===== src/rtl/ftp_pkg.sv =====
package ftp_pkg;
    localparam int PC_W        = 32;
    localparam int INSTR_BYTES = 4;
    localparam int IDX_LSB     = $clog2(INSTR_BYTES);
    localparam int IDX_W       = 6;
    localparam int ENTRIES     = 1 << IDX_W;
    localparam int TAG_LSB     = IDX_LSB + IDX_W;
    localparam int TAG_W       = 8;
    localparam int RAS_DEPTH   = 8;
    localparam int RAS_CNT_W   = $clog2(RAS_DEPTH + 1);

    typedef enum logic [1:0] {
        BK_OTHER = 2'b00,
        BK_CALL  = 2'b01,
        BK_RET   = 2'b10,
        BK_SPARE = 2'b11
    } br_kind_e;

    typedef logic [PC_W-1:0]  pc_t;
    typedef logic [IDX_W-1:0] idx_t;
    typedef logic [TAG_W-1:0] tag_t;

    typedef struct packed {
        logic     valid;
        br_kind_e kind;
        tag_t     tag;
        pc_t      target;
    } entry_t;

    typedef struct packed {
        logic     hit;
        br_kind_e kind;
        pc_t      target;
    } lookup_t;

    function automatic idx_t pc_index(input pc_t pc);
        return pc[IDX_LSB +: IDX_W];
    endfunction

    function automatic tag_t pc_tag(input pc_t pc);
        return pc[TAG_LSB +: TAG_W];
    endfunction

    function automatic pc_t pc_seq(input pc_t pc);
        return pc + pc_t'(INSTR_BYTES);
    endfunction
endpackage


===== src/rtl/ftp_table.sv =====
module ftp_table
    import ftp_pkg::*;
(
    input  logic     clk,
    input  logic     rst,
    input  pc_t      lk_pc,
    input  logic     wr_en,
    input  pc_t      wr_pc,
    input  pc_t      wr_target,
    input  br_kind_e wr_kind,
    output lookup_t  lk
);
    entry_t tbl_q [ENTRIES];
    entry_t wr_entry;
    idx_t   wr_idx;
    idx_t   lk_idx;
    entry_t lk_entry;

    assign wr_idx = pc_index(wr_pc);
    assign lk_idx = pc_index(lk_pc);

    always_comb begin
        wr_entry        = '0;
        wr_entry.valid  = 1'b1;
        wr_entry.kind   = wr_kind;
        wr_entry.tag    = pc_tag(wr_pc);
        wr_entry.target = wr_target;
    end

    for (genvar g = 0; g < ENTRIES; g++) begin : g_entry
        always_ff @(posedge clk) begin
            if (rst) begin
                tbl_q[g] <= '0;
            end else if (wr_en && wr_idx == idx_t'(g)) begin
                tbl_q[g] <= wr_entry;
            end
        end
    end

    always_comb begin
        lk_entry  = tbl_q[lk_idx];
        lk.hit    = lk_entry.valid && (lk_entry.tag == pc_tag(lk_pc));
        lk.kind   = lk_entry.kind;
        lk.target = lk_entry.target;
    end
endmodule


===== src/rtl/ftp_ret_stack.sv =====
module ftp_ret_stack
    import ftp_pkg::*;
#(
    parameter int DEPTH = RAS_DEPTH
) (
    input  logic clk,
    input  logic rst,
    input  logic push,
    input  pc_t  push_addr,
    input  logic pop,
    output pc_t  top_addr,
    output logic empty
);
    localparam int PTR_W = (DEPTH > 1) ? $clog2(DEPTH) : 1;
    localparam int CNT_W = $clog2(DEPTH + 1);
    localparam logic [PTR_W-1:0] LAST_SLOT = PTR_W'(DEPTH - 1);
    localparam logic [CNT_W-1:0] FULL_CNT  = CNT_W'(DEPTH);

    pc_t              slot_q [DEPTH];
    logic [PTR_W-1:0] tos_q;
    logic [PTR_W-1:0] tos_up;
    logic [PTR_W-1:0] tos_dn;
    logic [CNT_W-1:0] count_q;
    logic             full;

    assign tos_up   = (tos_q == LAST_SLOT) ? '0 : tos_q + 1'b1;
    assign tos_dn   = (tos_q == '0) ? LAST_SLOT : tos_q - 1'b1;
    assign empty    = (count_q == '0);
    assign full     = (count_q == FULL_CNT);
    assign top_addr = slot_q[tos_q];

    for (genvar g = 0; g < DEPTH; g++) begin : g_slot
        always_ff @(posedge clk) begin
            if (rst) begin
                slot_q[g] <= '0;
            end else if (push && tos_up == PTR_W'(g)) begin
                slot_q[g] <= push_addr;
            end
        end
    end

    always_ff @(posedge clk) begin
        if (rst) begin
            tos_q   <= '0;
            count_q <= '0;
        end else if (push) begin
            tos_q <= tos_up;
            if (!full) begin
                count_q <= count_q + 1'b1;
            end
        end else if (pop && !empty) begin
            tos_q   <= tos_dn;
            count_q <= count_q - 1'b1;
        end
    end
endmodule


===== src/rtl/ftp_select.sv =====
module ftp_select
    import ftp_pkg::*;
(
    input  logic    fetch_valid,
    input  pc_t     fetch_pc,
    input  logic    pred_taken,
    input  lookup_t lk,
    input  pc_t     stk_top,
    input  logic    stk_empty,
    output pc_t     next_pc,
    output logic    pred_hit,
    output logic    pred_is_ret,
    output logic    do_push,
    output logic    do_pop
);
    always_comb begin
        next_pc     = pc_seq(fetch_pc);
        pred_hit    = 1'b0;
        pred_is_ret = 1'b0;
        do_push     = 1'b0;
        do_pop      = 1'b0;
        if (fetch_valid && lk.hit) begin
            unique case (lk.kind)
                BK_RET: begin
                    pred_is_ret = 1'b1;
                    if (!stk_empty) begin
                        pred_hit = 1'b1;
                        next_pc  = stk_top;
                        do_pop   = 1'b1;
                    end
                end
                BK_CALL: begin
                    pred_hit = 1'b1;
                    if (pred_taken) begin
                        next_pc = lk.target;
                        do_push = 1'b1;
                    end
                end
                default: begin
                    pred_hit = 1'b1;
                    if (pred_taken) begin
                        next_pc = lk.target;
                    end
                end
            endcase
        end
    end
endmodule


===== src/rtl/fetch_target_predictor.sv =====
module fetch_target_predictor
    import ftp_pkg::*;
(
    input  logic        clk,
    input  logic        rst,
    input  logic        fetch_valid,
    input  logic [31:0] fetch_pc,
    input  logic        pred_taken,
    input  logic        upd_valid,
    input  logic [31:0] upd_pc,
    input  logic [31:0] upd_target,
    input  logic [1:0]  upd_kind,
    output logic [31:0] next_pc,
    output logic        pred_hit,
    output logic        pred_is_ret
);
    lookup_t lk;
    pc_t     stk_top;
    logic    stk_empty;
    logic    do_push;
    logic    do_pop;

    ftp_table u_table (
        .clk       (clk),
        .rst       (rst),
        .lk_pc     (fetch_pc),
        .wr_en     (upd_valid),
        .wr_pc     (upd_pc),
        .wr_target (upd_target),
        .wr_kind   (br_kind_e'(upd_kind)),
        .lk        (lk)
    );

    ftp_ret_stack #(.DEPTH(RAS_DEPTH)) u_stack (
        .clk       (clk),
        .rst       (rst),
        .push      (do_push),
        .push_addr (pc_seq(fetch_pc)),
        .pop       (do_pop),
        .top_addr  (stk_top),
        .empty     (stk_empty)
    );

    ftp_select u_select (
        .fetch_valid (fetch_valid),
        .fetch_pc    (fetch_pc),
        .pred_taken  (pred_taken),
        .lk          (lk),
        .stk_top     (stk_top),
        .stk_empty   (stk_empty),
        .next_pc     (next_pc),
        .pred_hit    (pred_hit),
        .pred_is_ret (pred_is_ret),
        .do_push     (do_push),
        .do_pop      (do_pop)
    );
endmodule


===== config.mk =====
export PLATFORM = sky130hd
export DESIGN_NAME = fetch_target_predictor
export DESIGN_NICKNAME = d
export VERILOG_FILES = /design/src/rtl/ftp_pkg.sv /design/src/rtl/ftp_table.sv /design/src/rtl/ftp_ret_stack.sv /design/src/rtl/ftp_select.sv /design/src/rtl/fetch_target_predictor.sv
export SDC_FILE = /design/constraint.sdc
export NUM_CORES = 2
export LEC_CHECK = 0
export BUFFER_PORTS_ARGS = -buffer_cell sky130_fd_sc_hd__buf_2
export CAP_MARGIN = 20
export CORE_MARGIN = 2
export CORE_UTILIZATION = 60
export DETAILED_ROUTE_END_ITERATION = 8
export GPL_ROUTABILITY_DRIVEN = 0
export GPL_TIMING_DRIVEN = 0
export HOLD_SLACK_MARGIN = 0.06
export PLACE_DENSITY = 0.72
export SLEW_MARGIN = 5
export SYNTH_ARGS = -nofsm -noshare
export SYNTH_HDL_FRONTEND = slang
export SYNTH_SLANG_ARGS = --single-unit

===== constraint.sdc =====
create_clock -name clk -period 6.02 [get_ports clk]
set_clock_uncertainty 0.05 [all_clocks]
set_input_delay 1.204 -clock clk [delete_from_list [all_inputs] [get_ports clk]]
set_output_delay 1.204 -clock clk [all_outputs]
set_load 0.02 [all_outputs]

Word level (Yosys, flattened, before mapping)

Memory sizes are Yosys's and may differ from the RTL's. A register that Yosys moved wholly into a read port is not among the register bits.
Index checks and enable logic that the tools add are counted.
W data, S select, Z words.

Bitwise gates (word level): 72
Multiplexer cells: 313
$add $sub $neg: 5
Equal/unequal tests: 76
Reductions and logical operators: 82

Operator list:

| cell                    | count |
|---|---|
| $mux W43                | 64 |
| $mux W32                | 12 |
| $mux W1                 | 228 |
| $eq A6 B6 Y1 const B    | 32 |
| $eq A6 B5 Y1 const B    | 16 |
| $logic_and A1 B1 Y1     | 75 |
| $or A1 B1 Y1            | 72 |
| $eq A6 B4 Y1 const B    | 8 |
| $add A32 B3 Y32 const B | 1 |
| $eq A6 B3 Y1 const B    | 4 |
| $mux W3                 | 6 |
| $eq A3 B3 Y1 const B    | 5 |
| $eq A6 B2 Y1 const B    | 2 |
| $mux W4                 | 3 |
| $eq A8 B8 Y1            | 1 |
| $eq A3 B2 Y1 const B    | 2 |
| $eq A6 B1 Y1 const B    | 1 |
| $logic_not A3 Y1        | 2 |
| $logic_not A6 Y1        | 1 |
| $add A4 B1 Y4 const B   | 1 |
| $eq A4 B4 Y1 const B    | 1 |
| $logic_not A4 Y1        | 1 |
| $sub A4 B1 Y4 const B   | 1 |
| $add A3 B1 Y3 const B   | 1 |
| other kinds (8)         | 8 |

Logic and storage cells: 552
Memory bits (writable): 3008
Register bits after elaboration: 7
Bits of input ports: 103
Output and inout port bits: 34
Memories kept: 2

Memory list:

| memory         | words | bits a word | read ports | clocked after memory_dff | wr ports | line                | text |
|---|---|---|---|---|---|---|---|
| u_table.tbl_q  | 64    | 43          | 1          | 0                        | 64       | ftp_table.sv:13     | `entry_t tbl_q [ENTRIES];` |
| u_stack.slot_q | 8     | 32          | 1          | 1                        | 8        | ftp_ret_stack.sv:19 | `pc_t slot_q [DEPTH];` |

Depth between registers and ports, before layout

An unclocked memory read counts as a cell.

Word-level depth: 10
Depth in mapped cells: 26
Depth with buffers taken out: 17

Hierarchy

Synthesis repeated with hierarchy kept, for this count alone.

Cell total of the unflattened synthesis: 8550
Area, all modules: 138466.6 um^2

Modules (own cells, without submodules):

| module                 | sequential area each (um^2) | cells each | times used | area each (um^2) |
|---|---|---|---|---|
| ftp_table              | 82629.2                     | 7521       | 1          | 124296.7 |
| ftp_ret_stack          | 7887.6                      | 742        | 1          | 12283.0 |
| ftp_select             | 0.0                         | 201        | 1          | 1281.2 |
| fetch_target_predictor | 0.0                         | 86         | 1          | 605.6 |

Least setup slack after synthesis

Ideal clock, no wire load.

Path kind: input-to-output
Start: input fetch_pc[3]
End: output next_pc[0]
Buffers on the path: 9
Stages: 14
Path slack: 240 ps
Arrival time: 4526 ps
Data required time: 4766 ps
Path through: buf_4 -> buf_2 -> buf_4 -> buf_4 -> buf_4 -> buf_4 -> buf_2 -> buf_2 -> buf_1 -> mux4_2 -> mux4_2 -> mux4_2 -> nand3_1 -> o211ai_1

Word-level cells in the longest chain between the ends: 5
Elaborated cells between the ends (all ways): 8
Those cells by class: eq/ne: 2; mux: 3; reduce/logical: 2; memory: 1

RTL lines:

| element             | line                         | text |
|---|---|---|
| start: declaration  | fetch_target_predictor.sv:7  | `input logic [31:0] fetch_pc,` |
| $mem_v2 Z64 W43 *   | --                           |  |
| $eq A8 B8 Y1        | ftp_table.sv:42              | `lk.hit = lk_entry.valid && (lk_entry.tag == pc_tag(lk_pc));` |
| $logic_and A1 B1 Y1 | ftp_table.sv:42              |  |
| $logic_and A1 B1 Y1 | ftp_select.sv:22             | `if (fetch_valid && lk.hit) begin` |
| $mux W32 *          | ftp_select.sv:22             |  |
| end: declaration    | fetch_target_predictor.sv:13 | `output logic [31:0] next_pc,` |

Mark *: on every way between the ends. The rest lies on a longest branch, timed or not.

Worst setup path in the final report

Start: input fetch_pc[5]
End: output next_pc[20]

Word-level cells in the longest chain between the ends: 5
Elaborated cells between the ends (all ways): 10
Those cells by class: add/sub: 1; eq/ne: 2; mux: 4; reduce/logical: 2; memory: 1

RTL lines:

| element             | line |
|---|---|
| $mem_v2 Z64 W43     | -- |
| $eq A8 B8 Y1        | ftp_table.sv:42 |
| $logic_and A1 B1 Y1 | ftp_table.sv:42 |
| $logic_and A1 B1 Y1 | ftp_select.sv:22 |
| $mux W32 *          | ftp_select.sv:22 |

Marks and branches as above.

==> results_dict.tcl <==
set metrics [dict create \
    power_mw 48.8 \
    syn_area_per_cell_um2 16.2 \
    grtUsageTotal_pct 42.3 \
    path_buf_inv 7 \
    crit_path_end_kind "primary output" \
    grt.overflow.total 0 \
    initial_core_util_pct 60.4 \
    synthCells 8518 \
    worstHoldPathType "register to register" \
    grt_pass1_wl_um 666000 \
    synth_seq_area_share_pct 65.8 \
    num_io_pins 137 \
    cp_slowest_cell "clkbuf_2" \
    hold_buffers 0 \
    clock_latency_ns 0.96 \
    cts_tree "built" \
    regArea_um2 90500 \
    r2r_start "u_table.tbl_q[3][34]" \
    crit_family "buffers and inverters" \
    synth_top_area_share_pct 65.6 \
    finalCritPeriodShare_pct 113 \
    p_per_area_nw_per_um2 303 \
    num_rows 175 \
    max_stage_delay_ns 0.83 \
    ys_ff_latch 3018 \
    synth_area_um2 138000 \
    r2r_slack_ns 1.09 \
    cp-start-kind "input port" \
    synth_edf_count 3007 \
    async_flop_share_pct 0 \
    path_class "input port to primary output" \
    cts_root_buf "clkbuf_16" \
    port_buffers 73 \
    p_leak_nw 55.9 \
    clock.fmax_mhz 148 \
    critPathLaunch "fetch_pc[5]" \
    violations "DRC, setup timing" \
    fin_nets 9379 \
    routedWlPerCell_um 39.2 \
    worstHoldStart "u_table.tbl_q[32][42]" \
    final_layout_size_suffix_gt1_share_pct 23.1 \
    ys.flop_type "edfxtp_1" \
    grt_start_max_net_pins 35 \
    mostFrequentLayoutCell "edfxtp_1" \
    synth.area.top_cells "edfxtp_1, mux4_2, and2_1, clkbuf_1, nor2_1" \
    die_area_um2 233000 \
    antenna_found_initial 50 \
    finalWorstSetupSlack_ns -0.756 \
    min_period_ns 6.78 \
    dr.pass1.iters 9 \
    drcViolationCount 6 \
    rsz0062_at_grt "yes" \
    grt_pass1_vias 84000 \
    clock_sinks 3018 \
    dieHeight_um 483 \
    synth_nets 8629 \
    synth_warnings 0 \
    cp.required_ns 4.77 \
    critical_path.max_fanout 10 \
    cp_cell_sequence "buf_2, buf_4, buf_4, clkbuf_2, clkbuf_2, clkbuf_2, mux4_2, mux4_2, nand3_2, o211ai_1, buf_4" \
    drt_iter0_drc 15300 \
    min_to "u_table.tbl_q[32][42]" \
    dieWidth_um 483 \
    worstPathArrival_ns 5.52 \
    cts.path.max_buffers 4 \
    tightest_slew_ns 1.31 \
    numCtsBuffers 324 \
    clk_pin_slew_ns 0.06 \
    status "finished, violations left" \
    hold_viol_final 0 \
    fillers 14200 \
    mostFrequentLayoutCells "edfxtp_1, and2_1, mux4_2" \
    min_path_cells 2 \
    vdd_ir_drop_max_uv 300 \
    r2r-end "u_stack.count_q[3]" \
    hold_ws_ns 0.464 \
    setup_viol 34 \
    dp_slack_ns -2.96 \
    yosysTopAreaCell "edfxtp_1" \
    max-cap-violations 0 \
    vias 86400 \
    multiInputGateArea_um2 44600 \
    slew_headroom_pct 12.1 \
    ant_nets 0 \
    r2r_cells 20 \
    core_um2 228000 \
    areaGrowthSynthToFinish_pct 16.9 \
    viasPerCell 6.89 \
    maxSlewViolCount 0 \
    yosys.cell_types.count 78 \
    wirelength_um 492000 \
    htreeDepth 5 \
    hpwl_um 343000 \
]
[worst max path at each step]
stage	end	cells after the start	slack [ns]
final	next_pc[20]	11	-0.76
after global routing	next_pc[28]	16	-0.61
after CTS	next_pc[30]	16	-0.54
after detailed placement	next_pc[20]	16	-2.96
after global placement	next_pc[20]	16	-3.76
after floorplan	next_pc[0]	14	0.24
[kinds of logic after synthesis]
kind of cell | count (synthesis) | synth area share (%)
and+or+nand+nor | 3297 | 14.3
DFF | 3018 | 65.8
muxes | 1007 | 15.4
buffers and inverters | 870 | 2.76
AOI/OAI and AO/OA | 282 | 1.48
xor gates and xnor gates | 36 | 0.229
adders and majority gates | 8 | 0.0782
[Yosys cell counts, drive strengths merged (32+ instances only)]
cell and number:
edfxtp 3007, and2 2694, mux4 881, clkbuf 609, nor2 344, buf 247
mux2i 104, nand2 102, a22oi 65, o21bai 63, nand3 55, o211ai 33
o21ai 32
[registers in the layout, summed over array words and instances, names as in the netlist, named ones only]
name,count
u_table.tbl_q,2752
u_stack.slot_q,256
u_stack.count_q,4
u_stack.tos_q,3
[metal layers]
metal | vias to the layer above | track usage (%) | part of all wire (%)
met3 | 1764 | 15.7 | 15
met4 | 36 | 32.2 | 9.2
met5 | - | 0.0204 | 0.074
li1 | 33200 | - | -
met2 | 7725 | 61.4 | 44
met1 | 43700 | 52.0 | 31
[through the flow]
| stage | cells | area [um2] | TNS (ns) | util [%] |
|---|---|---|---|---|
| after floorplan | 8518 | 138000 | 0 | - |
| after global placement | 11600 | 142000 | -3589.49 | 62.2 |
| after detailed placement | 11800 | 146000 | -829.10 | 64.1 |
| after CTS | 12400 | 160000 | -14.78 | 70.3 |
| after global routing | 12500 | 161000 | -15.81 | 70.6 |
| final | 12500 | 161000 | -18.00 | 70.7 |
[where the power goes]
group	internal (mW)	total, mW	switching, mW
combinational	1.89	5.04	3.15
sequential	24.1	24.5	0.316
clock	11.1	19.3	8.26
total	37.1	48.8	11.7
[area by class of cell]
cell class | instances | share of cell area, %
multi-input cells | 4630 | 27.7
diodes | 33 | 0.0513
clock buffers | 395 | 5.32
repair buffers | 427 | 3.83
flip-flops and latches | 3018 | 56.3
clock inverters | 153 | 0.834
inverters | 13 | 0.0358
plain buffers | 854 | 3.61
well taps | 3009 | 2.34
[repair_timing]
item                                    in CTS  in global routing
pin swaps                                   45                 38
gates resized for setup                    713                 97
cloned                                      11                  3
hold endpoints to repair                     0                  0
endpoints found under the setup margin     491                 34
buffers inserted                           109                 32
[tightest hold or removal path: cells and delay by family, from the launching register on]
family / cells / cell delay [ns]
and+or+nand+nor: 2 / 0.14
DFF: 1 / 0.33
(Power assumes the default switching activity.)
